### src/rtl/hz_pkg.sv
`timescale 1ns/1ps
package hz_pkg;
  localparam int NUM_OPS = 2;

  typedef enum logic [1:0] {
    FWD_RF  = 2'b00,
    FWD_MWB = 2'b01,
    FWD_EXM = 2'b10
  } fwd_sel_e;
endpackage

### src/rtl/hz_fwd_select.sv
`timescale 1ns/1ps
module hz_fwd_select
  import hz_pkg::*;
#(
  parameter int REG_W = 5
) (
  input  logic [REG_W-1:0] src,
  input  logic             exm_wr,
  input  logic [REG_W-1:0] exm_rd,
  input  logic             mwb_wr,
  input  logic [REG_W-1:0] mwb_rd,
  output fwd_sel_e         sel
);
  logic exm_hit;
  logic mwb_hit;

  always_comb begin
    exm_hit = exm_wr && (exm_rd != '0) && (exm_rd == src);
    mwb_hit = mwb_wr && (mwb_rd != '0) && (mwb_rd == src);
    if (exm_hit)      sel = FWD_EXM;
    else if (mwb_hit) sel = FWD_MWB;
    else              sel = FWD_RF;
  end
endmodule

### src/rtl/hz_load_use.sv
`timescale 1ns/1ps
module hz_load_use #(
  parameter int REG_W = 5
) (
  input  logic             ex_is_load,
  input  logic [REG_W-1:0] ex_ld_dst,
  input  logic [REG_W-1:0] id_src_a,
  input  logic [REG_W-1:0] id_src_b,
  output logic             stall
);
  always_comb begin
    stall = ex_is_load && ((ex_ld_dst == id_src_a) || (ex_ld_dst == id_src_b));
  end
endmodule

### src/rtl/hz_ctrl_unit.sv
`timescale 1ns/1ps
module hz_ctrl_unit
  import hz_pkg::*;
#(
  parameter int REG_W = 5
) (
  input  logic [REG_W-1:0] ex_src_a,
  input  logic [REG_W-1:0] ex_src_b,
  input  logic [REG_W-1:0] id_src_a,
  input  logic [REG_W-1:0] id_src_b,
  input  logic             exm_wr,
  input  logic [REG_W-1:0] exm_rd,
  input  logic             mwb_wr,
  input  logic [REG_W-1:0] mwb_rd,
  input  logic             ex_is_load,
  output logic [1:0]       sel_a,
  output logic [1:0]       sel_b,
  output logic             pc_hold,
  output logic             ifid_hold,
  output logic             ctl_zero
);
  logic [REG_W-1:0] op_src [NUM_OPS];
  fwd_sel_e         op_sel [NUM_OPS];
  logic             stall;

  assign op_src[0] = ex_src_a;
  assign op_src[1] = ex_src_b;

  for (genvar g = 0; g < NUM_OPS; g++) begin : g_op
    hz_fwd_select #(.REG_W(REG_W)) u_sel (
      .src    (op_src[g]),
      .exm_wr (exm_wr),
      .exm_rd (exm_rd),
      .mwb_wr (mwb_wr),
      .mwb_rd (mwb_rd),
      .sel    (op_sel[g])
    );

    always_comb begin
      AST_SEL_LEGAL: assert (op_sel[g] != 2'b11);
      if (op_sel[g] != FWD_RF)
        AST_NO_ZERO_FWD: assert (op_src[g] != '0);
      if (op_sel[g] == FWD_MWB)
        AST_MWB_MATCH: assert (mwb_wr && (mwb_rd == op_src[g]));
      if (op_sel[g] == FWD_EXM)
        AST_EXM_MATCH: assert (exm_wr && (exm_rd == op_src[g]));
      if (exm_wr && (exm_rd == op_src[g]) && (op_src[g] != '0))
        AST_EXM_WINS: assert (op_sel[g] == FWD_EXM);
    end
  end

  hz_load_use #(.REG_W(REG_W)) u_lu (
    .ex_is_load (ex_is_load),
    .ex_ld_dst  (ex_src_b),
    .id_src_a   (id_src_a),
    .id_src_b   (id_src_b),
    .stall      (stall)
  );

  assign sel_a     = op_sel[0];
  assign sel_b     = op_sel[1];
  assign pc_hold   = stall;
  assign ifid_hold = stall;
  assign ctl_zero  = stall;

  always_comb begin
    if (pc_hold)
      AST_STALL_NEEDS_LOAD: assert (ex_is_load);
    AST_HOLD_ALIGN: assert ((pc_hold == ifid_hold) && (ifid_hold == ctl_zero));
  end
endmodule

### config.mk
export PLATFORM = sky130hd
export DESIGN_NAME = hz_ctrl_unit
export DESIGN_NICKNAME = d
export VERILOG_FILES = /design/src/rtl/hz_pkg.sv /design/src/rtl/hz_fwd_select.sv /design/src/rtl/hz_load_use.sv /design/src/rtl/hz_ctrl_unit.sv
export SDC_FILE = /design/constraint.sdc
export NUM_CORES = 1
export LEC_CHECK = 0
export BUFFER_PORTS_ARGS = -buffer_cell sky130_fd_sc_hd__buf_2
export CORE_AREA = 8 8 45 47
export DETAILED_ROUTE_END_ITERATION = 12
export DIE_AREA = 0 0 53 55
export PLACE_DENSITY = 0.71
export SYNTH_ARGS = -nofsm -noshare
export SYNTH_HDL_FRONTEND = slang
export SYNTH_SLANG_ARGS = --single-unit
### constraint.sdc
create_clock -name vclk -period 1.6
set_input_delay 0.16 -clock vclk [all_inputs]
set_output_delay 0.16 -clock vclk [all_outputs]
set_load 0.01 [all_outputs]
==> results of run 1 <==
-- cells by family (layout without fill, tap and decap cells) --
family	after synthesis	in the layout	share of synthesized area
xor gates and xnor gates	30	30	0.619
and+or+nand+nor	16	16	0.248
AOI/OAI and AO/OA	2	2	0.0354
buffers and inverters	7	44	0.0973
-- power breakdown --
part | internal [mW] | leakage [nW] | switching, mW
combinational | 0.0903 | 0.286 | 0.0770
sequential | 0 | 0 | 0
clock | 0 | 0 | 0
-- synth_stat cells --
cell type,n,share of area
nand3_1,2,0.024
nor4_2,2,0.059
xnor2_1,24,0.50
or4_1,2,0.035
clkbuf_1,2,0.018
and2_1,1,0.015
o22ai_1,1,0.015
nor4_1,2,0.029
nor2_1,1,0.0088
nand2_1,2,0.018
buf_4,4,0.071
nand4_1,4,0.059
o21ai_2,1,0.021
xor2_1,6,0.12
buf_1,1,0.0088
-- layout make-up --
| type | instances | area (sq um) | share of cell area |
|---|---|---|---|
| multi-input combinational | 48 | 395 | 0.612 |
| tap | 16 | 20.0 | 0.0310 |
| timing repair buffer | 44 | 230 | 0.357 |
-- layer usage --
metal / GRT usage / vias up / routed length, microns
met5: 0 / - / 0
met4: 0 / 0 / 0
met3: 0.00802 / 0 / 94
met2: 0.150 / 12 / 838
met1: 0.0965 / 213 / 485
li1: - / 258 / -
-- worst min-delay path by stage --
| stage | to | cells past startpoint | start |
|---|---|---|---|
| floorplan | sel_a[0] | 2 | mwb_wr |
| global placement | pc_hold | 3 | ex_is_load |
| detailed placement | ifid_hold | 3 | ex_is_load |
| CTS | ifid_hold | 3 | ex_is_load |
| global route | ifid_hold | 3 | ex_is_load |
| finish | ctl_zero | 3 | ex_is_load |
-- worst max-delay path, cell delays in order --
cell and delay (ps):
buf_2 100, or4_1 530, o21ai_2 220, nor4_2 90, nor4_2 190, buf_2 160
-- repair_timing --
item | 4_1_cts | 5_1_grt
endpoints found under the setup margin | 2 | 2
pin swaps | 0 | 4
resized for setup | 0 | 2
setup buffers | 0 | 0
endpoints found under the hold margin | 0 | 0
==> metrics.txt, run 1 <==
status=finished, violations left; failing checks=negative setup slack; total power=around 170 uW; IO Count=40; Final Non-Filler Cells=108; Tmin final=1610 ps; Slew Limit Headroom=0.784; Mapped Nets=88; Critical Path AT=1450 ps; CP endpoint kind=output pin; Std-Cell Rows=14; initial antenna violation count=0; GP Congestion=slightly below 0.8; PnR worst setup slack=-7.33 ps; CP max FO=2; leak pwr=~0.29 nW; unrepaired setup endpoints after global routing=yes; Via density=between 4 and 5; # placed instances=108; most common cell after layout, fill and taps aside=buf_2; Chip Width=53 microns; vias in the first global route=441; slew of the pin with the lowest slew margin=321 ps; GRT overflow=0; Avg Cell Area, Syn=7.71 sq um; Tcrit/Tclk final=1.00; Pwr Density=around 260 nW/um^2; area delta synth->final=52.2%; Ant. Diodes=0; Post-CTS Hold Fix Bufs=0; GRT Util Overall=0.0785; placed cell area=about 630 sq um; vias=approximately 480; count of cell types in the netlist=15; Routed Antenna Nets=0; Die Area=between 2000 and 3000 sq um; input/output buffers=40; Synthesis Warnings=0; Achievable Freq=0.622 GHz; Die Span Y=between 50 and 60 microns; VDD IR max=around 0.084 mV; maxcap violations=0; Worst setup startpoint=exm_rd[0]; Fin. Hold Viols=0; CP endpoint=sel_b[0]; Mapped Cells=55; most frequent cells in the layout=buf_2 (40), xnor2_1 (24), xor2_1 (6); type of the worst setup path=input pin to output pin; Required @ worst endpoint=roughly 1400 ps; FF+latch count=0; first-pass GRT wire length=~1900 microns; Post-Place Setup Slack=-7.13 ps; initial DRC count=4; # setup viols final=1; clkbuf count=0; final wirelength=roughly 1400 microns; worst min path class=input pin to output pin; Post-Syn Area=~420 sq um; Starting Density=0.307; fraction of layout cells with a size suffix above 1=0.533; DRC violations left=0; per-cell routed wire length=roughly 13 microns; core area=between 1000 and 1500 sq um; number of fillers in the final layout=approximately 140; Worst Setup Start Kind=input pin; Seq/Total Area, Yosys=0; final core occ=0.467; register area=0 sq um; sum of negative setup slack=-7.33 ps; final slew viol count=0; post-route cell area=about 650 sq um; worst hold slack=around 660 ps; largest net degree at the start of global routing=5; drt first pass iters=2; Nets=between 100 and 150
Note: power is estimated with default switching activity, not from simulation.
==> inputs of run 2 (changes only) <==
==> constraint.sdc (replaced) <==
create_clock -name vclk -period 1.6
set_input_delay 0 -clock vclk [all_inputs]
set_output_delay 0 -clock vclk [all_outputs]
set_load 0.01 [all_outputs]
==> run 2 against run 1 <==
Net effect: the flow now finishes without violations; power down 6.7%; design area down 6.6%; first-iteration DRC count unchanged; worst setup slack better by 280 ps; final cell count down 3.7%; global-route usage up 1.1 points; die area unchanged; hold slack worse by 320 ps; utilization down 3.1 points; fmax up 21%; critical path type unchanged; critical endpoint unchanged; highest routed layer unchanged.
==> metrics.txt, run 2 (synthesis gave the netlist of run 1 again) <==
CP most frequent cell=buf_2; Tmin final=~1300 ps; Routed Antenna Nets=0; Nets=roughly 120; Final Non-Filler Cells=approximately 100; CP max FO=3; final wirelength=between 1000 and 1500 microns; WHS Endpoint=ctl_zero; clkbuf count=0; # setup viols final=0; Fin. Hold Viols=0; worst min path class=input pin to output pin; GP Congestion=a little under 0.9; slew of the pin with the lowest slew margin=462 ps; initial antenna violation count=0; Via density=around 4.6; Die Area=approximately 2900 sq um; Worst Setup Start Kind=input pin; Chip Width=53 microns; drt first pass iters=4; total power=approximately 160 uW; Die Span Y=around 55 microns; Std-Cell Rows=14; # placed instances=104; per-cell routed wire length=13.6 microns; Starting Density=0.307; Slew Limit Headroom=0.689; FF+latch count=0; slowest stage cell, crit path=or4_1; final core occ=0.436; Ant. Diodes=0; largest net degree at the start of global routing=5; input/output buffers=40; Worst Hold Depth=3; Tcrit/Tclk final=0.832; leak pwr=about 0.27 nW; Required @ worst endpoint=between 1500 and 2000 ps; area delta synth->final=42.2%; sum of negative setup slack=0 ps; Worst Path Buf+Inv=2; status=completed; Achievable Freq=0.751 GHz; first-pass GRT wire length=approximately 2200 microns; IO Count=40; most frequent cells in the layout=buf_2 (40), xnor2_1 (24), xor2_1 (6); Post-Place Setup Slack=265 ps; GRT overflow=0; Hold Path Origin=ex_is_load; Post-CTS Hold Fix Bufs=0; final slew viol count=0; fraction of layout cells with a size suffix above 1=0.489; type of the worst setup path=input pin to output pin; vias in the first global route=between 500 and 600; VDD IR max=between 0.07 and 0.08 mV; CP max stage delay=540 ps; Worst setup startpoint=exm_rd[0]; post-CTS sizing=0; vias=about 480; Pwr Density=roughly 260 nW/um^2; number of fillers in the final layout=157; CP endpoint kind=output pin; setup bufs post-CTS=0; unrepaired setup endpoints after global routing=no; DRC violations left=0; PnR worst setup slack=roughly 270 ps; crit-path cells=buf_2 > or4_1 > o21ai_2 > nor4_1 > nor4_2 > buf_2; GRT Util Overall=0.0899; initial DRC count=4; Critical Path AT=roughly 1300 ps; CP top delay family=simple AND/OR/NAND/NOR gates; core area=between 1000 and 1500 sq um; maxcap violations=0; most common cell after layout, fill and taps aside=buf_2; register area=0 sq um
-- run 2: cell types whose count changed in the layout (fill, tap and decap cells not counted) --
cell | previous run | this run
nor4_2 | 4 | 2
nor4_1 | 0 | 2
buf_4 | 4 | 0
-- run 2: worst max-delay path by stage --
stage	endpoint	cells after the start	slack, ps
after floorplan	sel_b[0]	4	490
after global placement	sel_b[0]	6	310
after detailed placement	sel_b[0]	6	270
after CTS	sel_b[0]	6	260
after global routing	sel_a[0]	6	170
final	sel_b[0]	6	270
-- run 2: stage by stage --
| step | hold slack (ps) | instance area [sq um] |
|---|---|---|
| floorplan | 112 | 424 |
| global placement | 330 | 603 |
| detailed placement | 336 | 603 |
| CTS | 340 | 603 |
| global route | 358 | 603 |
| finish | 336 | 603 |
-- run 2: cell type report --
class	count	area (sq um)	share of cell area
well taps	16	20.0	0.0332
repair buffers	40	200	0.332
multi-input cells	48	383	0.635
-- run 2: power breakdown --
group	switching, mW	internal [mW]	total (mW)
registers	0	0	0
logic	0.0718	0.0843	0.156
clock network	0	0	0
-- run 2: per-layer routing --
metal	part of all wire	GRT usage
met5	0	0
met4	0	0.00862
met3	0.091	0.0187
met2	0.58	0.174
met1	0.33	0.101
